===== config.mk =====
export PLATFORM = sky130hd
export DESIGN_NAME = sigscan_ram
export DESIGN_NICKNAME = d
export VERILOG_FILES = /design/src/rtl/sigscan_pkg.sv /design/src/rtl/sigscan_ctl.sv /design/src/rtl/sigscan_mem.sv /design/src/rtl/sigscan_engine.sv /design/src/rtl/sigscan_access.sv /design/src/rtl/sigscan_ram.sv
export SDC_FILE = /design/constraint.sdc
export NUM_CORES = 2
export LEC_CHECK = 0
export ABC_CLOCK_PERIOD_IN_PS = 5900
export BUFFER_PORTS_ARGS = -buffer_cell sky130_fd_sc_hd__buf_4
export CAP_MARGIN = 20
export CORE_UTILIZATION = 25
export CTS_CLUSTER_SIZE = 30
export DETAILED_ROUTE_END_ITERATION = 8
export SYNTH_ARGS = -nofsm -noshare
export SYNTH_HDL_FRONTEND = slang
export SYNTH_SLANG_ARGS = --single-unit

===== constraint.sdc =====
create_clock -name clk -period 5.9 [get_ports clk]
set_clock_uncertainty 0.05 [all_clocks]
set_input_delay 0.59 -clock clk [delete_from_list [all_inputs] [get_ports clk]]
set_output_delay 0.59 -clock clk [all_outputs]
set_load 0.01 [all_outputs]

===== src/rtl/sigscan_pkg.sv =====
package sigscan_pkg;

    localparam int unsigned WORD_W = 16;
    localparam int unsigned SIG_W  = 32;

    localparam logic [SIG_W-1:0] SIG_POLY = 32'h04C1_1DB7;
    localparam logic [SIG_W-1:0] SIG_SEED = 32'hFFFF_FFFF;

    localparam int unsigned BIT_STOP   = 15;
    localparam int unsigned BIT_READY  = 10;
    localparam int unsigned BIT_ENABLE = 9;
    localparam int unsigned BIT_SUPV   = 8;

    localparam logic [2:0] OFF_CFG    = 3'd0;
    localparam logic [2:0] OFF_SIG_HI = 3'd4;
    localparam logic [2:0] OFF_SIG_LO = 3'd6;

    typedef struct packed {
        logic stop;
        logic enable;
        logic supv_only;
    } ctl_t;

    localparam ctl_t CTL_RESET = '{stop: 1'b0, enable: 1'b0, supv_only: 1'b1};

    typedef enum logic [1:0] {
        RSRC_NONE = 2'd0,
        RSRC_REG  = 2'd1,
        RSRC_RAM  = 2'd2
    } rsrc_e;

    function automatic logic [SIG_W-1:0] sig_fold(input logic [SIG_W-1:0] cur,
                                                  input logic [WORD_W-1:0] w);
        logic [SIG_W-1:0] nx;
        nx = {cur[SIG_W-2:0], 1'b0};
        if (cur[SIG_W-1]) nx = nx ^ SIG_POLY;
        nx = nx ^ {{(SIG_W-WORD_W){1'b0}}, w};
        return nx;
    endfunction

    function automatic logic [WORD_W-1:0] cfg_pack(input ctl_t c, input logic ready);
        logic [WORD_W-1:0] v;
        v = '0;
        v[BIT_STOP]   = c.stop;
        v[BIT_READY]  = ready;
        v[BIT_ENABLE] = c.enable;
        v[BIT_SUPV]   = c.supv_only;
        return v;
    endfunction

endpackage


===== src/rtl/sigscan_ctl.sv =====
module sigscan_ctl
    import sigscan_pkg::*;
(
    input  logic clk,
    input  logic rst,
    input  logic cfg_wr,
    input  logic wr_stop,
    input  logic wr_enable,
    input  logic wr_supv,
    output ctl_t ctl
);

    always_ff @(posedge clk) begin
        if (rst) begin
            ctl <= CTL_RESET;
        end else if (cfg_wr) begin
            ctl.stop <= wr_stop;
            if (!ctl.stop) begin
                ctl.enable    <= wr_enable;
                ctl.supv_only <= wr_supv;
            end
        end
    end

    a_r2_reset_value: assert property (@(posedge clk) disable iff (rst)
        $past(rst) |-> (ctl == CTL_RESET));

    a_r6_stop_locks_fields: assert property (@(posedge clk) disable iff (rst)
        ctl.stop |=> ($stable(ctl.enable) && $stable(ctl.supv_only)));

endmodule


===== src/rtl/sigscan_mem.sv =====
module sigscan_mem
    import sigscan_pkg::*;
#(
    parameter int unsigned AW = 6
) (
    input  logic              clk,
    input  logic              rst,
    input  logic              wr_go,
    input  logic              rd_go,
    input  logic [AW-1:0]     wr_addr,
    input  logic [AW-1:0]     rd_addr,
    input  logic [WORD_W-1:0] wr_data,
    output logic [WORD_W-1:0] rd_q
);

    localparam int unsigned DEPTH = 1 << AW;

    logic [WORD_W-1:0] store [DEPTH];

    always_ff @(posedge clk) begin
        if (wr_go) store[wr_addr] <= wr_data;
    end

    always_ff @(posedge clk) begin
        if (rst)        rd_q <= '0;
        else if (rd_go) rd_q <= store[rd_addr];
    end

    a_r11_single_port: assert property (@(posedge clk) disable iff (rst)
        !(wr_go && rd_go));

endmodule


===== src/rtl/sigscan_engine.sv =====
module sigscan_engine
    import sigscan_pkg::*;
#(
    parameter int unsigned AW = 6
) (
    input  logic              clk,
    input  logic              rst,
    input  logic              stop,
    input  logic              enable,
    input  logic              emu_mode,
    input  logic              host_busy,
    input  logic              clr_ready,
    input  logic [WORD_W-1:0] ram_q,
    output logic              scan_rd,
    output logic [AW-1:0]     scan_addr,
    output logic              ready,
    output logic [SIG_W-1:0]  sig
);

    logic             run;
    logic             pend;
    logic             pend_last;
    logic [SIG_W-1:0] misr;
    logic [SIG_W-1:0] folded;

    assign run     = enable && emu_mode;
    assign scan_rd = run && !stop && !host_busy;
    assign folded  = sig_fold(misr, ram_q);

    always_ff @(posedge clk) begin
        if (rst) begin
            scan_addr <= '0;
            pend      <= 1'b0;
            pend_last <= 1'b0;
            misr      <= SIG_SEED;
            sig       <= '0;
        end else if (!stop) begin
            if (!run) begin
                scan_addr <= '0;
                pend      <= 1'b0;
                pend_last <= 1'b0;
                misr      <= SIG_SEED;
            end else begin
                pend <= scan_rd;
                if (scan_rd) begin
                    scan_addr <= scan_addr + 1'b1;
                    pend_last <= &scan_addr;
                end
                if (pend) begin
                    if (pend_last) begin
                        sig  <= folded;
                        misr <= SIG_SEED;
                    end else begin
                        misr <= folded;
                    end
                end
            end
        end
    end

    always_ff @(posedge clk) begin
        if (rst)                               ready <= 1'b0;
        else if (!stop && run && pend && pend_last) ready <= 1'b1;
        else if (clr_ready)                    ready <= 1'b0;
    end

    a_r5_stop_freezes: assert property (@(posedge clk) disable iff (rst)
        stop |=> ($stable(ready) && $stable(sig)));

    a_r7_ready_needs_run: assert property (@(posedge clk) disable iff (rst)
        $rose(ready) |-> $past(run));

    a_r9_latch_at_pass_end: assert property (@(posedge clk) disable iff (rst)
        !$stable(sig) |-> $past(pend && pend_last));

    a_r10_clear_by_low_read: assert property (@(posedge clk) disable iff (rst)
        $fell(ready) |-> $past(clr_ready));

endmodule


===== src/rtl/sigscan_access.sv =====
module sigscan_access
    import sigscan_pkg::*;
(
    input  logic              clk,
    input  logic              rst,
    input  logic              reg_sel,
    input  logic              ram_sel,
    input  logic              rd_en,
    input  logic              wr_en,
    input  logic              host_supv,
    input  logic [2:0]        off,
    input  ctl_t              ctl,
    input  logic              ready,
    input  logic [SIG_W-1:0]  sig,
    input  logic [WORD_W-1:0] ram_q,
    output logic              cfg_wr,
    output logic              clr_ready,
    output logic              ram_wr_go,
    output logic              ram_rd_go,
    output logic              ack,
    output logic [WORD_W-1:0] rdata
);

    logic              reg_hit;
    logic              reg_rd;
    logic              ram_ok;
    logic [WORD_W-1:0] reg_word;
    logic [WORD_W-1:0] reg_q;
    rsrc_e             src_q;

    assign reg_hit   = reg_sel && (rd_en || wr_en);
    assign reg_rd    = reg_sel && rd_en && !wr_en;
    assign cfg_wr    = reg_sel && wr_en && (off == OFF_CFG);
    assign clr_ready = reg_rd && (off == OFF_SIG_LO) && !ctl.stop;
    assign ram_ok    = ram_sel && !reg_sel && (rd_en || wr_en) && !ctl.stop
                       && (host_supv || !ctl.supv_only);
    assign ram_wr_go = ram_ok && wr_en;
    assign ram_rd_go = ram_ok && !wr_en;

    always_comb begin
        reg_word = '0;
        case (off)
            OFF_CFG: begin
                if (ctl.stop) reg_word[BIT_STOP] = 1'b1;
                else          reg_word = cfg_pack(ctl, ready);
            end
            OFF_SIG_HI: if (!ctl.stop) reg_word = sig[SIG_W-1:WORD_W];
            OFF_SIG_LO: if (!ctl.stop) reg_word = sig[WORD_W-1:0];
            default:    reg_word = '0;
        endcase
    end

    always_ff @(posedge clk) begin
        if (rst) begin
            ack   <= 1'b0;
            src_q <= RSRC_NONE;
            reg_q <= '0;
        end else begin
            ack <= reg_hit || ram_ok;
            if (ram_rd_go)   src_q <= RSRC_RAM;
            else if (reg_rd) src_q <= RSRC_REG;
            else             src_q <= RSRC_NONE;
            reg_q <= reg_rd ? reg_word : '0;
        end
    end

    always_comb begin
        case (src_q)
            RSRC_RAM: rdata = ram_q;
            RSRC_REG: rdata = reg_q;
            default:  rdata = '0;
        endcase
    end

    a_r3_reg_always_acked: assert property (@(posedge clk) disable iff (rst)
        reg_hit |=> ack);

    a_r4_user_dropped: assert property (@(posedge clk) disable iff (rst)
        (ram_sel && !reg_sel && (rd_en || wr_en) && !host_supv && ctl.supv_only) |=> !ack);

    a_r5_stop_no_ram_ack: assert property (@(posedge clk) disable iff (rst)
        (ram_sel && !reg_sel && ctl.stop) |=> !ack);

    a_r3_silent_without_ack: assert property (@(posedge clk) disable iff (rst)
        !ack |-> (rdata == '0));

endmodule


===== src/rtl/sigscan_ram.sv =====
module sigscan_ram
    import sigscan_pkg::*;
#(
    parameter int unsigned AW = 6
) (
    input  logic              clk,
    input  logic              rst,
    input  logic              emu_mode,
    input  logic              host_supv,
    input  logic              reg_sel,
    input  logic              ram_sel,
    input  logic              rd_en,
    input  logic              wr_en,
    input  logic [AW-1:0]     addr,
    input  logic [WORD_W-1:0] wdata,
    output logic [WORD_W-1:0] rdata,
    output logic              ack
);

    ctl_t              ctl;
    logic              cfg_wr;
    logic              clr_ready;
    logic              ram_wr_go;
    logic              ram_rd_go;
    logic              scan_rd;
    logic [AW-1:0]     scan_addr;
    logic              ready;
    logic [SIG_W-1:0]  sig;
    logic [WORD_W-1:0] ram_q;
    logic              mem_rd;
    logic [AW-1:0]     mem_rd_addr;

    assign mem_rd      = ram_rd_go || scan_rd;
    assign mem_rd_addr = ram_rd_go ? addr : scan_addr;

    sigscan_ctl u_ctl (
        .clk       (clk),
        .rst       (rst),
        .cfg_wr    (cfg_wr),
        .wr_stop   (wdata[BIT_STOP]),
        .wr_enable (wdata[BIT_ENABLE]),
        .wr_supv   (wdata[BIT_SUPV]),
        .ctl       (ctl)
    );

    sigscan_access u_access (
        .clk       (clk),
        .rst       (rst),
        .reg_sel   (reg_sel),
        .ram_sel   (ram_sel),
        .rd_en     (rd_en),
        .wr_en     (wr_en),
        .host_supv (host_supv),
        .off       (addr[2:0]),
        .ctl       (ctl),
        .ready     (ready),
        .sig       (sig),
        .ram_q     (ram_q),
        .cfg_wr    (cfg_wr),
        .clr_ready (clr_ready),
        .ram_wr_go (ram_wr_go),
        .ram_rd_go (ram_rd_go),
        .ack       (ack),
        .rdata     (rdata)
    );

    sigscan_engine #(.AW(AW)) u_engine (
        .clk       (clk),
        .rst       (rst),
        .stop      (ctl.stop),
        .enable    (ctl.enable),
        .emu_mode  (emu_mode),
        .host_busy (ram_wr_go || ram_rd_go),
        .clr_ready (clr_ready),
        .ram_q     (ram_q),
        .scan_rd   (scan_rd),
        .scan_addr (scan_addr),
        .ready     (ready),
        .sig       (sig)
    );

    sigscan_mem #(.AW(AW)) u_mem (
        .clk     (clk),
        .rst     (rst),
        .wr_go   (ram_wr_go),
        .rd_go   (mem_rd),
        .wr_addr (addr),
        .rd_addr (mem_rd_addr),
        .wr_data (wdata),
        .rd_q    (ram_q)
    );

    a_r11_host_beats_scan: assert property (@(posedge clk) disable iff (rst)
        (ram_rd_go || ram_wr_go) |-> !scan_rd);

endmodule


==> impl_results.md <==
* Share of post-route cells with drive strength above 1 at 0.147
* Leakage at 16.5 nW
* Max capacitance violation total at 0
* CP max stage delay at 1.00 ns
* Fillers at roughly 18,000
* RSZ-0062 raised after global routing: no
* Vias in the first global route at between 20,000 and 30,000
* Pin count of the biggest net entering global routing at 99
* Synth Net Count at a little under 3,000
* Detailed Route WL at 123,000 µm
* Buffers on Ports at 46
* Vias at approximately 26,000
* Die ar. at ~180,000 µm²
* Post-CTS Setup Repair Bufs at 0
* Reg area at 33,000 µm²
* Fin crit share at 0.769
* Initial Utilization at 0.251
* Clock transition at path regs at around 0.06 ns
* Post-Route Setup TNS at 0 ns
* Startpoint Class: register
* Yosys synthesis warning count at 0
* Synth top area cells: edfxtp_1 (69%), dfxtp_1 (5.0%), mux4_2 (4.1%), nand2_1 (3.8%), mux2i_1 (3.1%)
* WL per Instance at 22.5 µm
* Nets at about 3,100
* Clock latency on the worst-skew pair at ~0.75 ns
* Cts bufs inserted at between 100 and 150
* F_max at roughly 220 MHz
* Row count at about 150
* EDFF count, synth at 1,024
* Hold endpoint: u_ctl.ctl[2]
* GRT Overall Usage at 0.133
* Peak supply drop at about 220 µV
* Synth cell types at 56
* Mapped Cells at between 2,000 and 3,000
* Worst path required time at approximately 6.4 ns
* Clock Tree Root: clkbuf_16
* GPL Wtd Cong at 0.862
* Post-synth top area share at 0.694
* FF-to-FF End: u_mem.rd_q[14]
* P&R area growth vs syn at 17.0%
* Max-slew violations at 0
* Pwr dens at between 300 and 400 nW/µm²
* Class of the worst hold path: primary input to register
* Async SR Flop Fraction at 0
* Clk buf depth at 3
* Resized Gates After CTS at 0
* GRT Residual Overflow at 0
* Worst hold path cell count at 5
* Vias per inst at between 4 and 5
* First-pass GRT wire length at approximately 180,000 µm
* Final HPWL DP at approximately 73,000 µm
* # DRC at 0
* Htree depth at 3
* Fin util at 0.294
* Initial antenna violation count at 5
* # setup viols final at 0
* Critical R2R Launch: u_ctl.ctl[2]
* Worst path cell trace: or3b_1 -> nor4_4 -> mux2i_4 -> buf_12 -> mux4_2 -> a2111oi_0 -> o21ai_0 -> nor4b_2
* Crit path max-delay cell type: a2111oi_0
* Multi-input gate area in the final layout at around 11,000 µm²
* Final ANT Viol Nets at 0
* Top FF cell, synth: edfxtp_1
* Non-Filler Instances at approximately 5,500
* R2R depth at 8
* Critical path data arrival time at 5.06 ns
* Crit path kind: register to register
* Dpl cells at 5,247
* Register area share after synthesis at 0.745
* Crit end category: register
* 1st-iter DRT viols at 3,005
* Status: finished clean
* Tmin final at ~4.5 ns
* # IOs at 47
* Cts hold-fix bufs at 0
* Worst slew margin at 0.235
* CTS tree: yes
* R2r setup slk at 1.36 ns
* Cell taking the most area after synthesis: edfxtp_1
* Crit-path max FO at between 60 and 70
* Actual slew at the worst max-slew pin at 1.12 ns
* Syn Area/Cell at 15.2 µm²
* Post-Syn Area at 44,300 µm²
* Die X at 423 µm
* Die H at between 400 and 500 µm
* FF+latch count, synth at 1,135
* Core Area at 176,000 µm²
* Drt first pass iters at 6
* Final hold violations at 0
* Clock sink total at between 1,000 and 1,500
* Worst min-delay path startpoint: reg_sel
-- sequential cells by signal (all words and copies together), names as in the netlist, 2 cells and up --
name / count
u_access.reg_q: 16
u_engine.misr: 32
u_engine.scan_addr: 6
u_access.src_q: 2
u_mem.store: 1024
u_mem.rd_q: 16
u_engine.sig: 32
u_ctl.ctl: 3
-- final cells by class --
class / count / area share
sequential: 1135 / 0.637
multi-input combinational: 1592 / 0.205
tap: 2340 / 0.0565
clock buffer: 131 / 0.0559
timing repair buffer: 175 / 0.0266
clock inverter: 82 / 0.0187
inverter: 5 / 0.000362
antenna: 1 / 0.0000483
-- layout by cell type, fill, tap and decap left out, drive strengths merged, types with 8 or more instances in the layout --
cell / instances
a22oi: 63
nor4: 19
dfxtp: 111
edfxtp: 1024
bufinv: 18
a311oi: 15
a221oi: 29
a31oi: 18
nand2b: 27
nand2: 450
o22ai: 39
o211ai: 15
clkinv: 57
clkbuf: 131
nor2: 168
o21ai: 32
a2111oi: 16
o21bai: 13
nand3: 56
buf: 175
xnor2: 29
o221ai: 16
a211o: 15
or4: 14
a211oi: 31
nor3: 18
nor4b: 15
mux2i: 139
a21oi: 212
and3: 19
mux4: 80
inv: 8
-- power by group --
group / total, W / internal [W] / leakage, nW / switching [W]
clock network: 0.00746 / 0.00432 / 1.88 / 0.00314
logic: 0.000377 / 0.0000846 / 4.56 / 0.000292
registers: 0.00878 / 0.00876 / 10.1 / 0.0000183
-- worst max-delay path by stage --
| stage | from | cells after the start | to |
|---|---|---|---|
| finish | u_ctl.ctl[2] | 8 | u_mem.rd_q[14] |
| global route | u_ctl.ctl[2] | 8 | u_mem.rd_q[1] |
| CTS | u_ctl.ctl[2] | 8 | u_mem.rd_q[1] |
| detailed placement | reg_sel | 9 | u_mem.rd_q[1] |
| global placement | reg_sel | 9 | u_mem.rd_q[1] |
| floorplan | reg_sel | 11 | u_mem.rd_q[2] |
-- through the flow --
| step | hold WS, ns | area [µm²] | total power (W) | worst slack, ns |
|---|---|---|---|---|
| global route | 0.315 | 51800 | 0.0170 | 1.25 |
| finish | 0.302 | 51800 | 0.0166 | 1.36 |
| detailed placement | 0.397 | 47900 | 0.00933 | 1.03 |
| floorplan | 0.386 | 44300 | 0.00909 | 2.42 |
| CTS | 0.273 | 51800 | 0.0167 | 1.48 |
| global placement | 0.392 | 47900 | 0.00933 | 1.03 |
-- cells by family after synthesis --
group                      Yosys count  synth area share
AOI/OAI and AO/OA                  522            0.0760
xor gates and xnor gates            29           0.00574
adders and majority gates            3          0.000848
buffers and inverters              186            0.0178
DFF                               1135             0.745
muxes                              223            0.0731
and+or+nand+nor                    815            0.0819
-- synth_stat cells (all sizes together), types with 29 or more instances --
cell	instances
edfxtp	1024
nand2	450
a21oi	212
nor2	168
mux2i	139
dfxtp	111
clkbuf	110
mux4	80
buf	71
a22oi	63
nand3	56
o22ai	39
o21ai	32
a211oi	31
a221oi	29
xnor2	29
-- worst max-delay path: cells and delay by family (launching register included) --
family	cells	cell delay, ns
and+or+nand+nor	3	1.38
AOI/OAI and AO/OA	2	1.24
buffers and inverters	1	0.36
DFF	1	0.31
muxes	2	0.99
-- layer usage --
layer	global-route usage	up-vias	share of wire
met3	0.0239	204	0.074
met1	0.181	13469	0.42
li1	-	11435	-
met5	0	-	0
met2	0.214	1029	0.47
met4	0.0433	0	0.031
Note: power is estimated with default switching activity, not from simulation.
